`src/rtl/mpwm_pkg.sv`:
```
package mpwm_pkg;
  localparam int CNT_W     = 16;
  localparam int PRE_W     = 4;
  localparam int PRE_MAX   = 10;
  localparam int DIV_W     = PRE_MAX;
  localparam int ADDR_W    = 12;
  localparam int DATA_W    = 32;
  localparam int A_START   = 'h04;
  localparam int A_STOP    = 'h08;
  localparam int A_STAT    = 'h0C;
  localparam int CH_BASE   = 'h200;
  localparam int CH_STRIDE = 'h20;
  localparam int O_MODE    = 'h00;
  localparam int O_DUTY    = 'h04;
  localparam int O_PRD     = 'h08;
  localparam int O_UPD     = 'h10;
  localparam int POL_BIT   = 9;
  localparam int SEL_BIT   = 10;

  typedef struct packed {
    logic             run;
    logic [PRE_W-1:0] preExp;
    logic             pol;
    logic             dutyWr;
    logic             prdWr;
    logic             updWr;
    logic             updSel;
    logic [CNT_W-1:0] wrVal;
  } chanCmd_t;
endpackage

```
`src/rtl/mpwm_ctrl.sv`:
```
module mpwm_ctrl
  import mpwm_pkg::*;
#(
  parameter int NCH = 4
) (
  input  logic                        clk,
  input  logic                        rstN,
  input  logic [ADDR_W-1:0]           busAddr,
  input  logic [DATA_W-1:0]           busWData,
  input  logic                        busWrEn,
  input  logic [NCH-1:0][CNT_W-1:0]   dutyVec,
  input  logic [NCH-1:0][CNT_W-1:0]   prdVec,
  output chanCmd_t [NCH-1:0]          cmd,
  output logic [NCH-1:0]              runVec,
  output logic [DATA_W-1:0]           busRData
);
  localparam int STR_SH   = $clog2(CH_STRIDE);
  localparam int CH_W     = $clog2(NCH);
  localparam int BANK_END = CH_BASE + NCH * CH_STRIDE;

  logic [NCH-1:0]            runQ;
  logic [NCH-1:0][PRE_W-1:0] modePre;
  logic [NCH-1:0]            modePol;
  logic [NCH-1:0]            modeSel;

  logic              inBank;
  logic [ADDR_W-1:0] relAddr;
  logic [CH_W-1:0]   chSel;
  logic [STR_SH-1:0] regOff;

  assign inBank  = (busAddr >= ADDR_W'(CH_BASE)) && (busAddr < ADDR_W'(BANK_END));
  assign relAddr = busAddr - ADDR_W'(CH_BASE);
  assign chSel   = relAddr[STR_SH +: CH_W];
  assign regOff  = relAddr[STR_SH-1:0];
  assign runVec  = runQ;

  always_ff @(posedge clk) begin
    if (!rstN) begin
      runQ <= '0;
    end else if (busWrEn && busAddr == ADDR_W'(A_START)) begin
      runQ <= runQ | busWData[NCH-1:0];
    end else if (busWrEn && busAddr == ADDR_W'(A_STOP)) begin
      runQ <= runQ & ~busWData[NCH-1:0];
    end
  end

  for (genvar ch = 0; ch < NCH; ch++) begin : g_chan
    logic bankHit;
    assign bankHit = busWrEn && inBank && (chSel == CH_W'(ch));

    always_ff @(posedge clk) begin
      if (!rstN) begin
        modePre[ch] <= '0;
        modePol[ch] <= 1'b0;
        modeSel[ch] <= 1'b0;
      end else if (bankHit && regOff == STR_SH'(O_MODE)) begin
        modePre[ch] <= busWData[PRE_W-1:0];
        modePol[ch] <= busWData[POL_BIT];
        modeSel[ch] <= busWData[SEL_BIT];
      end
    end

    always_comb begin
      cmd[ch].run    = runQ[ch];
      cmd[ch].preExp = (modePre[ch] > PRE_W'(PRE_MAX)) ? PRE_W'(PRE_MAX) : modePre[ch];
      cmd[ch].pol    = modePol[ch];
      cmd[ch].dutyWr = bankHit && (regOff == STR_SH'(O_DUTY)) && !runQ[ch];
      cmd[ch].prdWr  = bankHit && (regOff == STR_SH'(O_PRD)) && !runQ[ch];
      cmd[ch].updWr  = bankHit && (regOff == STR_SH'(O_UPD));
      cmd[ch].updSel = modeSel[ch];
      cmd[ch].wrVal  = busWData[CNT_W-1:0];
    end
  end

  always_comb begin
    busRData = '0;
    if (busAddr == ADDR_W'(A_STAT)) begin
      busRData[NCH-1:0] = runQ;
    end else if (inBank) begin
      if (regOff == STR_SH'(O_MODE)) begin
        busRData[PRE_W-1:0] = modePre[chSel];
        busRData[POL_BIT]   = modePol[chSel];
        busRData[SEL_BIT]   = modeSel[chSel];
      end else if (regOff == STR_SH'(O_DUTY)) begin
        busRData[CNT_W-1:0] = dutyVec[chSel];
      end else if (regOff == STR_SH'(O_PRD)) begin
        busRData[CNT_W-1:0] = prdVec[chSel];
      end
    end
  end
endmodule

```
`src/rtl/mpwm_chan_dp.sv`:
```
module mpwm_chan_dp
  import mpwm_pkg::*;
(
  input  logic             clk,
  input  logic             rstN,
  input  chanCmd_t         cmd,
  output logic [CNT_W-1:0] dutyQ,
  output logic [CNT_W-1:0] prdQ,
  output logic             pwmOut
);
  logic [DIV_W-1:0] divCnt;
  logic [DIV_W-1:0] divLim;
  logic [CNT_W-1:0] cnt;
  logic [CNT_W-1:0] shadowQ;
  logic             pendQ;
  logic             pendSelQ;
  logic             tick;
  logic             wrap;
  logic             rawHigh;

  assign divLim  = DIV_W'((32'd1 << cmd.preExp) - 32'd1);
  assign tick    = divCnt >= divLim;
  assign wrap    = (prdQ == '0) ||
                   (({1'b0, cnt} + {{CNT_W{1'b0}}, 1'b1}) >= {1'b0, prdQ});
  assign rawHigh = cmd.run && (prdQ != '0) && (cnt < dutyQ);
  assign pwmOut  = rawHigh ^ cmd.pol;

  always_ff @(posedge clk) begin
    if (!rstN) begin
      divCnt   <= '0;
      cnt      <= '0;
      dutyQ    <= '0;
      prdQ     <= '0;
      shadowQ  <= '0;
      pendQ    <= 1'b0;
      pendSelQ <= 1'b0;
    end else begin
      if (!cmd.run) begin
        divCnt <= '0;
        cnt    <= '0;
      end else begin
        divCnt <= tick ? '0 : divCnt + 1'b1;
        if (tick) begin
          if (wrap) begin
            cnt <= '0;
            if (pendQ) begin
              pendQ <= 1'b0;
              if (pendSelQ) prdQ <= shadowQ;
              else          dutyQ <= shadowQ;
            end
          end else begin
            cnt <= cnt + 1'b1;
          end
        end
      end
      if (cmd.dutyWr) dutyQ <= cmd.wrVal;
      if (cmd.prdWr)  prdQ  <= cmd.wrVal;
      if (cmd.updWr) begin
        shadowQ  <= cmd.wrVal;
        pendQ    <= 1'b1;
        pendSelQ <= cmd.updSel;
      end
    end
  end
endmodule

```
`src/rtl/multi_pwm_ctrl.sv`:
```
module multi_pwm_ctrl
  import mpwm_pkg::*;
#(
  parameter int NCH = 4
) (
  input  logic              clk,
  input  logic              rstN,
  input  logic [11:0]       busAddr,
  input  logic [31:0]       busWData,
  input  logic              busWrEn,
  output logic [31:0]       busRData,
  output logic [NCH-1:0]    pwmOut
);
  chanCmd_t [NCH-1:0]        cmd;
  logic [NCH-1:0][CNT_W-1:0] dutyVec;
  logic [NCH-1:0][CNT_W-1:0] prdVec;
  logic [NCH-1:0]            runVec;
  logic [NCH-1:0]            polVec;

  mpwm_ctrl #(.NCH(NCH)) ctrl_i (
    .clk     (clk),
    .rstN    (rstN),
    .busAddr (busAddr),
    .busWData(busWData),
    .busWrEn (busWrEn),
    .dutyVec (dutyVec),
    .prdVec  (prdVec),
    .cmd     (cmd),
    .runVec  (runVec),
    .busRData(busRData)
  );

  for (genvar ch = 0; ch < NCH; ch++) begin : g_dp
    assign polVec[ch] = cmd[ch].pol;
    mpwm_chan_dp dp_i (
      .clk   (clk),
      .rstN  (rstN),
      .cmd   (cmd[ch]),
      .dutyQ (dutyVec[ch]),
      .prdQ  (prdVec[ch]),
      .pwmOut(pwmOut[ch])
    );
  end
endmodule

```
`config.mk`:
```
export PLATFORM = sky130hd
export DESIGN_NAME = multi_pwm_ctrl
export DESIGN_NICKNAME = d
export VERILOG_FILES = /design/src/rtl/mpwm_pkg.sv /design/src/rtl/mpwm_ctrl.sv /design/src/rtl/mpwm_chan_dp.sv /design/src/rtl/multi_pwm_ctrl.sv
export SDC_FILE = /design/constraint.sdc
export NUM_CORES = 1
export LEC_CHECK = 0
export BUFFER_PORTS_ARGS = -buffer_cell sky130_fd_sc_hd__buf_2
export CELL_PAD_IN_SITES_DETAIL_PLACEMENT = 0
export CELL_PAD_IN_SITES_GLOBAL_PLACEMENT = 1
export CORE_ASPECT_RATIO = 1.5
export CORE_MARGIN = 1.5
export CORE_UTILIZATION = 49
export DETAILED_ROUTE_END_ITERATION = 7
export PLACE_DENSITY_LB_ADDON = 0.3
export SLEW_MARGIN = 40
export SYNTH_ARGS = -nofsm -noshare
export SYNTH_HDL_FRONTEND = slang
export SYNTH_HIERARCHICAL = 1
export SYNTH_SLANG_ARGS = --single-unit
```
`constraint.sdc`:
```
create_clock -name clk -period 5.3 [get_ports clk]
set_clock_uncertainty 0.05 [all_clocks]
set_input_delay 0 -clock clk [delete_from_list [all_inputs] [get_ports clk]]
set_output_delay 0 -clock clk [all_outputs]
set_load 0.02 [all_outputs]
```
Word level (Yosys, flattened, before mapping) --
Index checks and enable logic that the tools add are counted.
Operators by class: multiplexer cells 93, eq/ne operators 13, shift operators 4, order comparisons 19, div/mod/pow operators 0, multiply operators 0, bitwise operators 12, $add $sub $neg 17, reduce and logical (&&, ||, !) cells 127
Operators by type and width (number):
- $mux W16 | 57
- $reduce_bool A2 Y1 | 49
- $add A16 B1 Y17 const B | 4
- $ge A17 B16 Y1 | 4
- $add A16 B1 Y16 const B | 4
- $bmux W16 S2 | 2
- $logic_not A16 Y1 | 4
- $lt A16 B16 Y1 | 4
- $reduce_bool A16 Y1 | 4
- $add A10 B1 Y10 const B | 4
- $ge A10 B10 Y1 | 4
- $logic_and A1 B1 Y1 | 40
- $reduce_and A5 Y1 | 8
- $shl A1 B4 Y10 const A | 4
- $sub A10 B1 Y10 const B | 4
- $mux W4 | 9
- $eq A12 B4 Y1 const B | 2
- $mux W1 | 18
- $gt A4 B4 Y1 const B | 4
- $eq A12 B3 Y1 const B | 1
- $ge A12 B10 Y1 const B | 1
- $lt A12 B10 Y1 const B | 1
- $mux W12 | 1
- $reduce_and A3 Y1 | 4
- other kinds (23) | 48
Storage, ports and cells: latch bits 0, memory bits (read-only) 0, input bits 47, word-level logic and storage cells 326, memory bits (writable) 0, memories 0, register bits 332

Logic depth before layout (Yosys ltp) --
Gate-level depths: netlist of run 1.
depth in word-level cells 8, gate-level depth with buffers 18

Modules after synthesis --
The synthesis of run 1 kept the hierarchy.
Modules (own cells, without submodules):
- mpwm_chan_dp | times used 4, cells each 547, seq. area each 1521.5 µm², area an instance 4788.3 µm²
- mpwm_ctrl | times used 1, cells each 380, seq. area each 560.5 µm², area an instance 3420.8 µm²

Worst setup path before layout of run 1 --
OpenSTA, ideal clock, no wires.
kind reg2reg, start point register ctrl_i/modePre[3] (netlist bit), end point register g_dp[0].dp_i.dutyQ[0], cell stages (with the launch flop) 17, clock period less this slack 3908 ps, data arrival time 3787 ps, data required time 5178 ps, setup slack 1392 ps, buffers on the path 3, path through dfxtp_1 -> a21o_1 -> clkbuf_1 -> or4_1 -> ha_1 -> clkbuf_1 -> nor3_1 -> mux2_2 -> a21oi_1 -> ha_1 -> a21oi_1 -> a211oi_1 -> a2111oi_4 -> a21oi_4 -> a41oi_4 -> buf_6 -> mux2i_1
RTL lines:
- from (decl) | RTL line mpwm_ctrl.sv:22 | logic [NCH-1:0][PRE_W-1:0] modePre;
- from (signal, indexed assignment) | RTL line mpwm_ctrl.sv:57 | modePre[ch] <= busWData[PRE_W-1:0];
- to (signal assigned) | RTL line mpwm_chan_dp.sv:49 | else dutyQ <= shadowQ;
- to (signal assigned) | RTL line mpwm_chan_dp.sv:56 | if (cmd.dutyWr) dutyQ <= cmd.wrVal;
- to (decl) | RTL line mpwm_chan_dp.sv:7 | output logic [CNT_W-1:0] dutyQ,

==> results.sh, run 1 <==
export IMPL_status="finished, final reports clean"
export IMPL_die_area_mm2=0.0473
export IMPL_drive_above_1_share_pct=9.77
export IMPL_fmaxAchievable_ghz=0.216
export IMPL_drv_slew=0
export IMPL_cts_made_buffers=38
export IMPL_rsz0062_at_grt="no"
export IMPL_die_w_um=178
export IMPL_required_ns=5.69
export IMPL_hpwl_um=49300
export IMPL_fin_crit_sh_pct=87.2
export IMPL_critPathMaxFanout=14
export IMPL_grt_usage_pct=28.4
export IMPL_yosysWarnings=6
export IMPL_port_buffers=50
export IMPL_nNetsFinal=2731
export IMPL_avgSynthCellArea_um2=8.79
export IMPL_post_cts_buffers=0
export IMPL_sw_frac_of_total_pct=24.2
export IMPL_intPower_mw=4.05
export IMPL_hold_slack_ns=0.0411
export IMPL_clk_latency_ns=0.56
export IMPL_min_from="busAddr[8]"
export IMPL_cts_tree="yes"
export IMPL_antennaDiodeCount=0
export IMPL_switchingPower_mw=1.29
export IMPL_fin_crit_ns=4.62
export IMPL_end_kind="register"
export IMPL_pwr_share_seq_pct=46.7
export IMPL_syn_area_mm2=0.0225
export IMPL_comb_power_share_pct=3.6
export IMPL_peakVddDrop_mv=0.223
export IMPL_hold_path_class="input pin to register"
export IMPL_initialDrtViolationCount=1191
export IMPL_max_slew_margin_pct=48.2
export IMPL_crit_path_start="ctrl_i/modePre[3]$_SDFFE_PN0P_"
export IMPL_wl_per_cell_um=21.3
export IMPL_p_leak_nw=9.47
export IMPL_viasPerCell=5.94
export IMPL_cts_sinks=332
export IMPL_grt_antenna_before_repair=1
export IMPL_fin_setup_tns_ns=0
export IMPL_area_growth_pct=6.94
export IMPL_initial_utilization_pct=49.5
export IMPL_dr_pass1_iters=5
export IMPL_pwr_share_clk_pct=49.7
export IMPL_setup_viol=0
export IMPL_cap_violations=0
export IMPL_synth_cells=2564
export IMPL_num_rows=96
export IMPL_die_h_um=266
export IMPL_core_area_mm2=0.0455
export IMPL_drtAntennaViolNets=0
export IMPL_cp_start_kind="register"
export IMPL_cts_root_buf="clkbuf_16"
export IMPL_globalRoute_totalOverflow=0
export IMPL_grt_pass1_vias=18200
export IMPL_grt_max_degree=78
export IMPL_routed_wl_um=66500
export IMPL_gp_congestion=0.917
export IMPL_r2r_start="ctrl_i/modePre[3]$_SDFFE_PN0P_"
export IMPL_drcViolationCount=0
export IMPL_powerDensity_mw_per_mm2=222
export IMPL_grt_pass1_wl_um=103000
export IMPL_hold_viol=0
export IMPL_path_class="register to register"
export IMPL_h_tree_depth=2
export IMPL_path_clk_slew_ns=0.06
export IMPL_tightest_slew_ns=0.772
export IMPL_ios=83
export IMPL_vias=18600
export IMPL_clk_path_buf_depth=3
export IMPL_critPathArrivalTime_ns=5.01
==> per-stage QoR <==
stage / cells / total power [mW] / utilization [%] / worst slack (ns) / instance area, um^2
2_1_floorplan: 2579 / 2.70 / - / 1.39 / 22600
3_3_place_gp: 3035 / 2.72 / 49.7 / 0.820 / 22600
3_5_place_dp: 3035 / 2.73 / 49.8 / 0.665 / 22700
4_1_cts: 3126 / 5.40 / 53.0 / 0.645 / 24100
5_1_grt: 3126 / 5.50 / 53.0 / 0.210 / 24100
6_report: 3126 / 5.34 / 53.0 / 0.676 / 24100
==> what timing repair did <==
item,4_1_cts,5_1_grt
endpoints found under the hold margin,173,0
hold buffers,21,0
gates resized for setup,0,0
==> power by group through the flow <==
stage / Clock, mW / Combinational, mW / Sequential, mW
6_report: 2.66 / 0.192 / 2.49
5_1_grt: 2.81 / 0.201 / 2.49
4_1_cts: 2.71 / 0.189 / 2.49
3_5_place_dp: 0 / 0.178 / 2.55
3_3_place_gp: 0 / 0.174 / 2.55
2_1_floorplan: 0 / 0.152 / 2.55
==> layer usage <==
layer  GRT usage (%)  share of wire (%)  vias up
li1                -                  -     8952
met2            48.1                 48      517
met3            3.11                4.3      185
met5               0              0.020        -
met1            34.0                 41     8908
met4            17.7                6.8        2
==> placed cells by master, fill, tap and decap left out, types with 62 or more instances in the layout <==
cell type	n
nand2_1	213
ha_1	176
a21oi_1	62
nand3_1	67
mux2i_1	202
o21ai_0	70
dfxtp_1	332
nor2_1	179
nand2b_1	138
o211ai_1	128
inv_1	185
==> worst max-delay path, cell delays in order (launching register included) <==
cell and delay (ns):
dfxtp_1 0.67, o21ai_0 0.15, and2_1 0.25, or4_1 0.56, ha_1 0.31, nor3_1 0.22
mux2_2 0.19, a21oi_1 0.07, ha_1 0.33, a21oi_1 0.13, a211oi_1 0.12, a2111oi_4 0.45
a211o_1 0.41, nor2_1 0.17, buf_4 0.21, a22o_1 0.22
==> registers in the layout (all words and copies together), names as in the netlist, named ones only <==
| name | cells |
|---|---|
| g_dp.dp_i/divCnt | 40 |
| g_dp.dp_i/pendQ | 4 |
| g_dp.dp_i/prdQ | 64 |
| g_dp.dp_i/cnt | 64 |
| g_dp.dp_i/pendSelQ | 4 |
| ctrl_i/cmd | 8 |
| g_dp.dp_i/dutyQ | 64 |
| ctrl_i/modePre | 16 |
| g_dp.dp_i/shadowQ | 64 |
==> final timing paths <==
kind                                                     endpoint  slack [ns]  depth (start not counted)
worst min-delay path                                     register        0.04                          5
worst max register to register   g_dp[0].dp_i/cnt[5]$_SDFFE_PN0P_        0.68                         15
worst min register to register  g_dp[1].dp_i/divCnt[0]$_SDFF_PP0_        0.43                          1
worst max-delay path             g_dp[0].dp_i/cnt[5]$_SDFFE_PN0P_        0.68                         15
==> final cells by class <==
| class | count | area (um^2) |
|---|---|---|
| Clock buffer | 45 | 1030 |
| Inverter | 189 | 709 |
| Multi-Input combinational cell | 1842 | 14000 |
| Fill cell | 4279 | 21400 |
| Clock inverter | 25 | 219 |
| Sequential cell | 332 | 6650 |
| Tap cell | 588 | 736 |
| Timing Repair Buffer | 105 | 728 |
Power figures use the tool's default switching activity.
==> run 2, diff against run 1 <==
- CORE_MARGIN: 1.5 -> default
==> run 2 against run 1 <==
Power increased by 2.2%. Non-clock buffer count increased by 10. Global-route usage decreased by 0.16 points. Largest power group unchanged. Setup slack improved by 0.058 ns.
==> results.sh, run 2 (synthesized netlist as in run 1, its figures left out) <==
export IMPL_nNetsFinal=2740
export IMPL_reg2reg_to="g_dp[1].dp_i/cnt[8]$_SDFFE_PN0P_"
export IMPL_cap_violations=0
export IMPL_r2r_slack_ns=0.73
export IMPL_status="finished, final reports clean"
export IMPL_core_area_mm2=0.0450
export IMPL_num_rows=95
export IMPL_fin_util_pct=53.8
export IMPL_crit_path_start="ctrl_i/modePre[7]$_SDFFE_PN0P_"
export IMPL_drcViolationCount=0
export IMPL_die_area_mm2=0.0469
export IMPL_critPathArrivalTime_ns=5.00
export IMPL_powerDensity_mw_per_mm2=225
export IMPL_r2r_start="ctrl_i/modePre[7]$_SDFFE_PN0P_"
export IMPL_fin_crit_ns=4.57
export IMPL_dp_cells=3035
export IMPL_hold_viol=0
export IMPL_required_ns=5.73
export IMPL_antennaDiodeCount=0
export IMPL_tightest_slew_ns=0.759
export IMPL_peakVddDrop_mv=0.206
export IMPL_rsz0062_at_grt="no"
export IMPL_clk_path_buf_depth=3
export IMPL_dr_pass1_iters=5
export IMPL_initialDrtViolationCount=1041
export IMPL_path_class="register to register"
export IMPL_post_cts_buffers=0
export IMPL_vias=18600
export IMPL_routed_wl_um=66000
export IMPL_cts_root_buf="clkbuf_16"
export IMPL_cts_tree="yes"
export IMPL_holdPathEnd="ctrl_i/modePre[11]$_SDFFE_PN0P_"
export IMPL_p_leak_nw=9.55
export IMPL_die_h_um=265
export IMPL_fin_crit_sh_pct=86.1
export IMPL_ios=83
export IMPL_drv_slew=0
export IMPL_viasPerCell=5.94
export IMPL_reg2regPathDepth=14
export IMPL_critPathMaxStageDelay_ns=0.62
export IMPL_slowest_stage="nand4_1"
export IMPL_path_clk_slew_ns=0.06
export IMPL_wl_per_cell_um=21.1
export IMPL_hold_path_class="input pin to register"
export IMPL_max_slew_margin_pct=49.4
export IMPL_cp_start_kind="register"
export IMPL_initial_utilization_pct=50.0
export IMPL_min_from="busWrEn"
export IMPL_gp_congestion=0.890
export IMPL_cts_made_buffers=37
export IMPL_drive_above_1_share_pct=9.82
export IMPL_crit_chain="o21ai_0, and2_1, or4_1, ha_1, nor3_1, mux2_2, a21oi_1, ha_1, a21oi_1, a211oi_1, a2111oi_4, nand4_1, o31ai_1, a21o_1"
export IMPL_cts_sinks=332
export IMPL_final_common_cell="dfxtp_1"
export IMPL_drtAntennaViolNets=0
export IMPL_setup_viol=0
export IMPL_critPathMaxFanout=14
export IMPL_fin_cells=3128
export IMPL_h_tree_depth=2
export IMPL_grt_antenna_before_repair=1
export IMPL_grt_pass1_vias=17900
export IMPL_end_kind="register"
export IMPL_globalRoute_totalOverflow=0
export IMPL_area_growth_pct=7.53
export IMPL_fmaxAchievable_ghz=0.219
export IMPL_grt_max_degree=78
export IMPL_clk_latency_ns=0.55
export IMPL_whs_path_depth=5
export IMPL_port_buffers=50
export IMPL_die_w_um=177
export IMPL_final_cell_mix="dfxtp_1 (332), nand2_1 (213), mux2i_1 (202), inv_1 (185), nor2_1 (179)"
export IMPL_hpwl_um=49000
export IMPL_fill_cells=4159
export IMPL_grt_pass1_wl_um=102000
export IMPL_fin_setup_tns_ns=0
export IMPL_grt_usage_pct=28.2
run 2: changes by cell type in the layout (fill, tap and decap cells not counted), moves of 2 or more:
cell and change:
dlygate4sd3_1 +4, buf_4 +7, bufinv_16 +2, clkbuf_8 +4
clkinv_4 -2, clkinv_2 -4
run 2: area by class of cell:
cell class	count	area, um^2	share of cell area [%]
clock buffer	50	1100	4.53
timing repair buffer	115	815	3.36
sequential	332	6650	27.4
multi-input combinational	1842	14000	57.9
clock inverter	18	209	0.862
inverter	189	709	2.93
tap	582	728	3.00
run 2: how the worst max path moves through the flow:
stage	end	slack, ns
detailed placement	g_dp[0].dp_i/prdQ[7]$_SDFFE_PN0P_	0.74
CTS	g_dp[0].dp_i/prdQ[7]$_SDFFE_PN0P_	0.72
global placement	g_dp[0].dp_i/dutyQ[10]$_SDFFE_PN0P_	0.89
floorplan	g_dp[0].dp_i/dutyQ[0]$_SDFFE_PN0P_	1.39
finish	g_dp[1].dp_i/cnt[8]$_SDFFE_PN0P_	0.73
global route	g_dp[1].dp_i/cnt[2]$_SDFFE_PN0P_	0.27
run 2: stage by stage:
| stage | instance area [um^2] | setup WS (ns) | power (mW) | hold WS, ns |
|---|---|---|---|---|
| after floorplan | 22600 | 1.39 | 2.70 | 0.0921 |
| after global placement | 22700 | 0.886 | 2.72 | 0.402 |
| after detailed placement | 22700 | 0.743 | 2.73 | 0.416 |
| after CTS | 24200 | 0.720 | 5.51 | 0.00293 |
| after global routing | 24200 | 0.271 | 5.62 | 0.0626 |
| final | 24200 | 0.735 | 5.46 | 0.0208 |
run 2: critical path: cells and delay by family, from the launching register on:
| family | cells | cell delay (ns) |
|---|---|---|
| AND/OR/NAND/NOR | 4 | 1.66 |
| multiplexers | 1 | 0.20 |
| flip-flops | 1 | 0.57 |
| AO/OA/AOI/OAI | 7 | 1.38 |
| adder cells (fa/ha/maj) | 2 | 0.65 |
run 2: metal layers:
layer	vias to the layer above	routed length, um	part of all wire (%)	GRT usage, %
met2	492	32400	49	48.6
met3	150	3110	4.7	2.91
li1	8962	-	-	-
met5	-	9	0.014	0
met4	2	3420	5.2	13.7
met1	8960	27000	41	34.7
run 2: what timing repair did:
item / 4_1_cts / 5_1_grt
hold endpoints to repair: 187 / 0
gates resized for setup: 0 / 0
hold buffers: 25 / 0
run 2: where the power goes:
| group | internal (mW) | total, mW | switching, mW |
|---|---|---|---|
| logic | 0.0555 | 0.191 | 0.135 |
| clock network | 1.66 | 2.77 | 1.12 |
| registers | 2.49 | 2.49 | 0.0000966 |
| total | 4.21 | 5.46 | 1.25 |
